**src/rtl/sysref_pkg.sv**
```systemverilog
// Shared encodings for the SYSREF controller.
package sysref_pkg;

    // What a SYNC event does.
    typedef enum logic [1:0] {
        SM_OFF       = 2'd0,
        SM_DIV_RESET = 2'd1,
        SM_PULSER    = 2'd2,
        SM_RSVD      = 2'd3
    } sync_mode_e;

    // Source of the SYSREF output.
    typedef enum logic [1:0] {
        SR_SYNC_LEVEL = 2'd0,
        SR_DIVIDER    = 2'd1,
        SR_PULSER     = 2'd2,
        SR_QUIET      = 2'd3
    } sr_sel_e;

    // Pulser sequencing.
    typedef enum logic [1:0] {
        PS_IDLE   = 2'd0,
        PS_ARMED  = 2'd1,
        PS_ACTIVE = 2'd2
    } pulser_state_e;

endpackage

```
**src/rtl/sysref_sync_edge.sv**
```systemverilog
// SYNC front end: brings the pin into the reference domain through two flops,
// applies the polarity bit, registers the result and reports its rising edge.
// Assumes the polarity and enable bits are synchronous to clk.
module sysref_sync_edge (
    input  logic clk,
    input  logic rst_n,
    input  logic sync_pin,
    input  logic sync_pol,
    input  logic sync_en,
    output logic sync_level,
    output logic sync_evt
);

    logic meta_q;
    logic stable_q;
    logic eff_q;
    logic eff_prev_q;

    // Two-flop synchroniser for the asynchronous pin.
    always_ff @(posedge clk) begin
        if (!rst_n) begin
            meta_q   <= 1'b0;
            stable_q <= 1'b0;
        end else begin
            meta_q   <= sync_pin;
            stable_q <= meta_q;
        end
    end

    // Registered effective SYNC level and its previous value for edge detection.
    always_ff @(posedge clk) begin
        if (!rst_n) begin
            eff_q      <= 1'b0;
            eff_prev_q <= 1'b0;
        end else begin
            eff_q      <= stable_q ^ sync_pol;
            eff_prev_q <= eff_q;
        end
    end

    assign sync_level = eff_q;
    assign sync_evt   = sync_en && eff_q && !eff_prev_q;

    // An event is a single-cycle strobe, so a held level cannot retrigger.
    p_single_strobe_r2 : assert property (@(posedge clk) disable iff (!rst_n)
        sync_evt |=> !sync_evt);

endmodule

```
**src/rtl/sysref_clk_div.sv**
```systemverilog
// Programmable divider: counts 0..D-1 and outputs low for the first half of
// the period. A sync restart returns the count to zero unless disabled.
// Assumes div_val stays constant between restarts; values below 2 act as 2.
module sysref_clk_div #(
    parameter int W = 12
) (
    input  logic         clk,
    input  logic         rst_n,
    input  logic [W-1:0] div_val,
    input  logic         sync_rst,
    input  logic         sync_dis,
    output logic         div_out,
    output logic         wrap
);

    logic [W-1:0] cnt;
    logic [W-1:0] lim;
    logic         restart;

    assign lim     = (div_val < W'(2)) ? W'(2) : div_val;
    assign restart = sync_rst && !sync_dis;
    assign wrap    = (cnt >= lim - W'(1));
    assign div_out = (cnt >= (lim >> 1));

    // Period counter with sync restart taking priority over the wrap.
    always_ff @(posedge clk) begin
        if (!rst_n) begin
            cnt <= '0;
        end else if (restart) begin
            cnt <= '0;
        end else if (wrap) begin
            cnt <= '0;
        end else begin
            cnt <= cnt + W'(1);
        end
    end

    // A restart leaves the output low at count zero.
    p_restart_low_r4 : assert property (@(posedge clk) disable iff (!rst_n)
        restart |=> (!div_out && cnt == '0));

    // The count returns to zero after the last count of a period.
    p_wrap_zero_r1 : assert property (@(posedge clk) disable iff (!rst_n)
        (wrap && !restart) |=> (cnt == '0));

endmodule

```
**src/rtl/sysref_pulser.sv**
```systemverilog
// Burst pulser: a trigger arms it, the next SYSREF period boundary starts
// the burst, and it then gates the divider output for (burst_cfg + 1)
// periods. Triggers are ignored unless idle. Assumes burst_cfg is stable
// while a burst is armed or running.
module sysref_pulser
    import sysref_pkg::*;
#(
    parameter int CW = 2
) (
    input  logic          clk,
    input  logic          rst_n,
    input  logic          trig,
    input  logic          period_end,
    input  logic          div_level,
    input  logic [CW-1:0] burst_cfg,
    output logic          pulse_out
);

    pulser_state_e state;
    logic [CW-1:0] left;

    // Sequence idle -> armed -> active and count the remaining periods.
    always_ff @(posedge clk) begin
        if (!rst_n) begin
            state <= PS_IDLE;
            left  <= '0;
        end else begin
            case (state)
                PS_IDLE: begin
                    if (trig) state <= PS_ARMED;
                end
                PS_ARMED: begin
                    if (period_end) begin
                        state <= PS_ACTIVE;
                        left  <= burst_cfg;
                    end
                end
                PS_ACTIVE: begin
                    if (period_end) begin
                        if (left == '0) state <= PS_IDLE;
                        else            left  <= left - CW'(1);
                    end
                end
                default: state <= PS_IDLE;
            endcase
        end
    end

    assign pulse_out = (state == PS_ACTIVE) && div_level;

    // A trigger while busy leaves the burst untouched.
    p_retrig_ignored_r7 : assert property (@(posedge clk) disable iff (!rst_n)
        (state != PS_IDLE && trig && !period_end) |=> ($stable(state) && $stable(left)));

    // Remaining periods never exceed the programmed count.
    p_burst_bound_r6 : assert property (@(posedge clk) disable iff (!rst_n)
        (state == PS_ACTIVE) |-> (left <= burst_cfg));

    // The output is low once the final period has ended.
    p_quiet_after_r7 : assert property (@(posedge clk) disable iff (!rst_n)
        (state == PS_ACTIVE && period_end && left == '0) |=> !pulse_out);

endmodule

```
**src/rtl/sysref_ctrl.sv**
```systemverilog
// SYSREF controller top: SYNC front end, device-clock dividers, SYSREF
// divider, burst pulser, output source select and local delay-clear hold.
// Assumes all cfg_* inputs are synchronous to clk; sync_pin may be async.
module sysref_ctrl
    import sysref_pkg::*;
#(
    parameter int N_DCLK  = 3,
    parameter int DIV_W   = 12,
    parameter int CNT_W   = 2,
    parameter int CLR_MIN = 15
) (
    input  logic                      clk,
    input  logic                      rst_n,
    input  logic                      sync_pin,
    input  logic                      cfg_sync_pol,
    input  logic                      cfg_sync_en,
    input  logic [1:0]                cfg_sync_mode,
    input  logic [N_DCLK*DIV_W-1:0]   cfg_dclk_div,
    input  logic [N_DCLK-1:0]         cfg_dclk_sync_dis,
    input  logic [DIV_W-1:0]          cfg_sysref_div,
    input  logic                      cfg_sysref_sync_dis,
    input  logic [CNT_W-1:0]          cfg_pulse_cnt,
    input  logic                      cfg_sysref_pd,
    input  logic                      cfg_dly_clr,
    input  logic [1:0]                cfg_sysref_sel,
    output logic [N_DCLK-1:0]         dclk_out,
    output logic                      sysref_out
);

    localparam int CLR_W = $clog2(CLR_MIN + 1);

    sync_mode_e         mode;
    sr_sel_e            sel;
    logic               sync_level;
    logic               sync_evt;
    logic               div_rst;
    logic               pulse_trig;
    logic [N_DCLK-1:0]  dclk_wrap;
    logic               sr_div_out;
    logic               sr_wrap;
    logic               pulse_out;
    logic [CLR_W-1:0]   clr_cnt;
    logic               dly_hold;
    logic               sr_mux;

    assign mode       = sync_mode_e'(cfg_sync_mode);
    assign sel        = sr_sel_e'(cfg_sysref_sel);
    assign div_rst    = sync_evt && (mode == SM_DIV_RESET);
    assign pulse_trig = sync_evt && (mode == SM_PULSER);

    sysref_sync_edge u_sync (
        .clk        (clk),
        .rst_n      (rst_n),
        .sync_pin   (sync_pin),
        .sync_pol   (cfg_sync_pol),
        .sync_en    (cfg_sync_en),
        .sync_level (sync_level),
        .sync_evt   (sync_evt)
    );

    // One divider per device clock, each with its own sync disable.
    for (genvar i = 0; i < N_DCLK; i++) begin : g_dclk
        sysref_clk_div #(.W(DIV_W)) u_div (
            .clk      (clk),
            .rst_n    (rst_n),
            .div_val  (cfg_dclk_div[i*DIV_W +: DIV_W]),
            .sync_rst (div_rst),
            .sync_dis (cfg_dclk_sync_dis[i]),
            .div_out  (dclk_out[i]),
            .wrap     (dclk_wrap[i])
        );

        // A restarted divider is at the start of a period, never at its end.
        p_no_wrap_after_restart_r4 : assert property (@(posedge clk) disable iff (!rst_n)
            (div_rst && !cfg_dclk_sync_dis[i]) |=> !dclk_wrap[i]);
    end

    sysref_clk_div #(.W(DIV_W)) u_sr_div (
        .clk      (clk),
        .rst_n    (rst_n),
        .div_val  (cfg_sysref_div),
        .sync_rst (div_rst),
        .sync_dis (cfg_sysref_sync_dis),
        .div_out  (sr_div_out),
        .wrap     (sr_wrap)
    );

    sysref_pulser #(.CW(CNT_W)) u_pulser (
        .clk        (clk),
        .rst_n      (rst_n),
        .trig       (pulse_trig),
        .period_end (sr_wrap),
        .div_level  (sr_div_out),
        .burst_cfg  (cfg_pulse_cnt),
        .pulse_out  (pulse_out)
    );

    // Accumulate delay-clear time since the SYSREF path left power-down.
    always_ff @(posedge clk) begin
        if (!rst_n) begin
            clr_cnt <= '0;
        end else if (cfg_sysref_pd) begin
            clr_cnt <= '0;
        end else if (cfg_dly_clr && clr_cnt != CLR_W'(CLR_MIN)) begin
            clr_cnt <= clr_cnt + CLR_W'(1);
        end
    end

    assign dly_hold = cfg_sysref_pd || cfg_dly_clr || (clr_cnt != CLR_W'(CLR_MIN));

    // Pick the SYSREF source.
    always_comb begin
        case (sel)
            SR_SYNC_LEVEL: sr_mux = sync_level;
            SR_DIVIDER:    sr_mux = sr_div_out;
            SR_PULSER:     sr_mux = pulse_out;
            SR_QUIET:      sr_mux = 1'b0;
            default:       sr_mux = 1'b0;
        endcase
    end

    assign sysref_out = !dly_hold && sr_mux;

    // SYSREF only appears once the clear has been held for the minimum time.
    p_clr_gate_r9 : assert property (@(posedge clk) disable iff (!rst_n)
        sysref_out |-> (clr_cnt == CLR_W'(CLR_MIN) && !cfg_dly_clr));

endmodule

```
**config.mk**
```make
export PLATFORM = sky130hd
export DESIGN_NAME = sysref_ctrl
export DESIGN_NICKNAME = d
export VERILOG_FILES = /design/src/rtl/sysref_pkg.sv /design/src/rtl/sysref_sync_edge.sv /design/src/rtl/sysref_clk_div.sv /design/src/rtl/sysref_pulser.sv /design/src/rtl/sysref_ctrl.sv
export SDC_FILE = /design/constraint.sdc
export NUM_CORES = 1
export LEC_CHECK = 0
export ABC_AREA = 1
export BUFFER_PORTS_ARGS = -buffer_cell sky130_fd_sc_hd__buf_4
export CAP_MARGIN = 20
export CORE_ASPECT_RATIO = 0.7
export CORE_MARGIN = 1.5
export CORE_UTILIZATION = 41
export DETAILED_ROUTE_END_ITERATION = 6
export PLACE_DENSITY = 0.61
export SYNTH_ARGS = -nofsm -noshare
export SYNTH_HDL_FRONTEND = slang
export SYNTH_HIERARCHICAL = 1
export SYNTH_SLANG_ARGS = --single-unit
```
**constraint.sdc**
```tcl
create_clock -name clk -period 2.05 [get_ports clk]
set_input_delay 0.1025 -clock clk [delete_from_list [all_inputs] [get_ports clk]]
set_output_delay 0.1025 -clock clk [all_outputs]
set_load 0.005 [all_outputs]
```
==> impl_metrics.env <==
export IMPL_fmax_mhz=480
export IMPL_path_class="in -> reg"
export IMPL_cpPeakStageDelay_ns=0.28
export IMPL_dieArea_um2=16100
export IMPL_cp_start_kind="primary input"
export IMPL_swShare_pct=26.7
export IMPL_share_comb_of_total_power_pct=24.1
export IMPL_critPathMaxFanout=3
export IMPL_rsz0062_at_grt="yes"
export IMPL_drc_errors=0
export IMPL_totalWireLength_um=15100
export IMPL_violations="setup timing"
export IMPL_status="complete, but fails checks"
export IMPL_drtAntennaViolNets=0
export IMPL_clock_latency_ns=0.31
export IMPL_grt_pass1_wl_um=25400
export IMPL_pin_count=69
export IMPL_relSlewSlack_pct=77.4
export IMPL_p_clk_share_pct=42.8
export IMPL_finalNonFillerCells=1321
export IMPL_hold_class="in -> reg"
export IMPL_grt_overflow=0
export IMPL_r2r_setup_slack_ns=0.25
export IMPL_synth_cells=934
export IMPL_firstDrtPassIters=4
export IMPL_seqPwrFrac_pct=33.1
export IMPL_htreeDepth=3
export IMPL_clkTransAtPathRegs_ns=0.05
export IMPL_syn_nets=1097
export IMPL_drive_above_1_share_pct=30.6
export IMPL_yosys_warnings=6
export IMPL_die_h_um=107
export IMPL_syn_avg_cell_area_um2=6.75
export IMPL_internal_power_uw=2740
export IMPL_clock_root_buffer="clkbuf_16"
export IMPL_final_fill_count=1410
export IMPL_place_hpwl_um=12400
export IMPL_fin_skew_ns=0.00630
export IMPL_hold_viol=0
export IMPL_cp_end_kind="register"
export IMPL_final_min_clock_period_ns=2.09
export IMPL_switching_power_uw=998
export IMPL_rows=37
export IMPL_path_common_cell="buf_6"
export IMPL_area_growth_syn_to_layout_pct=36.6
export IMPL_vias=6069
export IMPL_whs_ns=0.0540
export IMPL_clock_path_buffers=2
export IMPL_slew_violations=0
export IMPL_crit_slowest_cell="ha_1"
export IMPL_power_leakage_uw=0.00437
export IMPL_avgViaCountPerCell=4.59
export IMPL_maxCapViolCount=0
export IMPL_setup_viol=3
export IMPL_placed_cells=1289
export IMPL_core_area_um2=14900
export IMPL_grt_max_degree=13
export IMPL_grt_usage_pct=19.3
export IMPL_grt_pass1_vias=5650
export IMPL_cts_buffers=9
export IMPL_postLayoutSetupSlackWorst_ns=-0.0354
export IMPL_io_buffers=68
export IMPL_power_density_nw_per_um2=433
export IMPL_wl_per_cell_um=11.4
export IMPL_gp_congestion=0.817
export IMPL_cts_tree="built"
export IMPL_antenna_found_initial=0
export IMPL_drt_initial_drc_count=268
export IMPL_tightest_slew_ns=0.338
export IMPL_die_x_um=151
export IMPL_ir_drop_v=0.000335
export IMPL_cp_cell_sequence="buf_6, nor2_4, buf_6, nand2_8, buf_6, inv_1, nand4_1, buf_4, xor2_1, ha_1, nand2_2, inv_2, nand2_1, a21boi_2, nor2_2, nand3_2, nand3b_1, buf_4, a21oi_1"
export IMPL_cp_required_ns=2.29
export IMPL_clock_sinks=60
export IMPL_start_util_pct=42.4
export IMPL_syn_area_um2=6310
export IMPL_antenna_cells=0
export IMPL_layout_nets=1284
export IMPL_cp_arrival_ns=2.33
export IMPL_period_share_pct=102
path summary, 6_finish.rpt:
check                        startpoint                             end  cells past startpoint
max                   cfg_sysref_div[2]  u_pulser/state[0]$_SDFFE_PN0P_                     19
min                        cfg_sync_pol    u_sync/sync_level$_SDFF_PN0_                      4
max reg2reg  u_sr_div/cnt[1]$_SDFF_PP0_  u_pulser/state[0]$_SDFFE_PN0P_                      9
min reg2reg    u_sync/meta_q$_SDFF_PN0_      u_sync/stable_q$_SDFF_PN0_                      2
timing repair:
item | CTS | global route
pin swaps | 23 | 38
setup buffers | 9 | 6
hold buffers | 1 | 0
hold endpoints to repair | 1 | 0
setup endpoints to repair | 1 | 38
cloned | 0 | 1
gates resized for setup | 30 | 68
power groups by stage:
| stage | clock, uW | sequential, uW | combinational, uW |
|---|---|---|---|
| finish | 1600 | 1240 | 900 |
| global route | 1710 | 1240 | 1020 |
| CTS | 1640 | 1240 | 846 |
| detailed placement | 0 | 1260 | 815 |
| global placement | 0 | 1260 | 799 |
| floorplan | 0 | 1250 | 435 |
per-stage QoR:
stage | setup WS, ns | utilization [%] | setup TNS [ns] | cell area (um2) | power (uW)
floorplan | -0.0126 | - | -0.0126 | 6310 | 1690
global placement | -0.286 | 52.4 | -6.21 | 7780 | 2060
detailed placement | -0.316 | 52.4 | -7.23 | 7780 | 2070
CTS | -0.00719 | 55.7 | -0.00719 | 8280 | 3720
global route | -0.234 | 58.0 | -2.11 | 8620 | 3970
finish | -0.0354 | 58.0 | -0.0670 | 8620 | 3730
sequential cells by signal (all words and copies together) (netlist names):
name,count
u_pulser/state,2
g_dclk.u_div/cnt,36
u_sr_div/cnt,12
u_sync/eff_prev_q,1
u_sync/sync_level,1
u_sync/meta_q,1
u_pulser/left,2
u_sync/stable_q,1
clr_cnt,4
final cells by class:
cell class	instances	area, um2	share of cell area (%)
clock buffer	10	239	2.77
clock inverter	6	87.6	1.02
inverter	154	613	7.12
multi-input combinational	716	4780	55.5
sequential	60	1210	14.0
tap	195	244	2.83
timing repair buffer	180	1440	16.7
cell usage in the layout, fill, tap and decap left out, types with 2 or more instances in the layout:
cell,count
a21boi_0,4
a21boi_2,2
a21oi_1,36
a21oi_2,2
buf_12,2
buf_4,164
buf_6,12
bufinv_16,2
bufinv_8,2
clkbuf_16,10
clkinvlp_4,3
dfxtp_1,53
dfxtp_2,7
ha_1,89
ha_4,9
inv_1,130
inv_2,21
nand2_1,183
nand2_2,25
nand2_4,11
nand3_1,41
nand3_2,5
nand3_4,3
nand3b_1,4
nand4_1,25
nand4_4,2
nor2_1,112
nor2_2,33
nor2_4,19
nor3_1,7
nor3_2,3
nor4_1,3
o21a_1,3
o21ai_0,23
o21ai_1,7
o21bai_1,3
xnor2_1,12
xor2_1,41
metal layers:
layer | wire (um) | up-vias | GRT usage [%]
met4 | 30 | 0 | 1.87
met1 | 8330 | 2620 | 29.6
li1 | - | 3360 | -
met5 | 0 | - | 0
met2 | 6250 | 85 | 29.2
met3 | 505 | 4 | 2.94
critical path: cells and delay by family:
family | cells | cell delay (ns)
xor gates and xnor gates | 1 | 0.14
adders and majority gates | 1 | 0.28
and+or+nand+nor | 8 | 0.89
buffers and inverters | 7 | 0.74
AOI/OAI and AO/OA | 2 | 0.18
(Power assumes the default switching activity.)
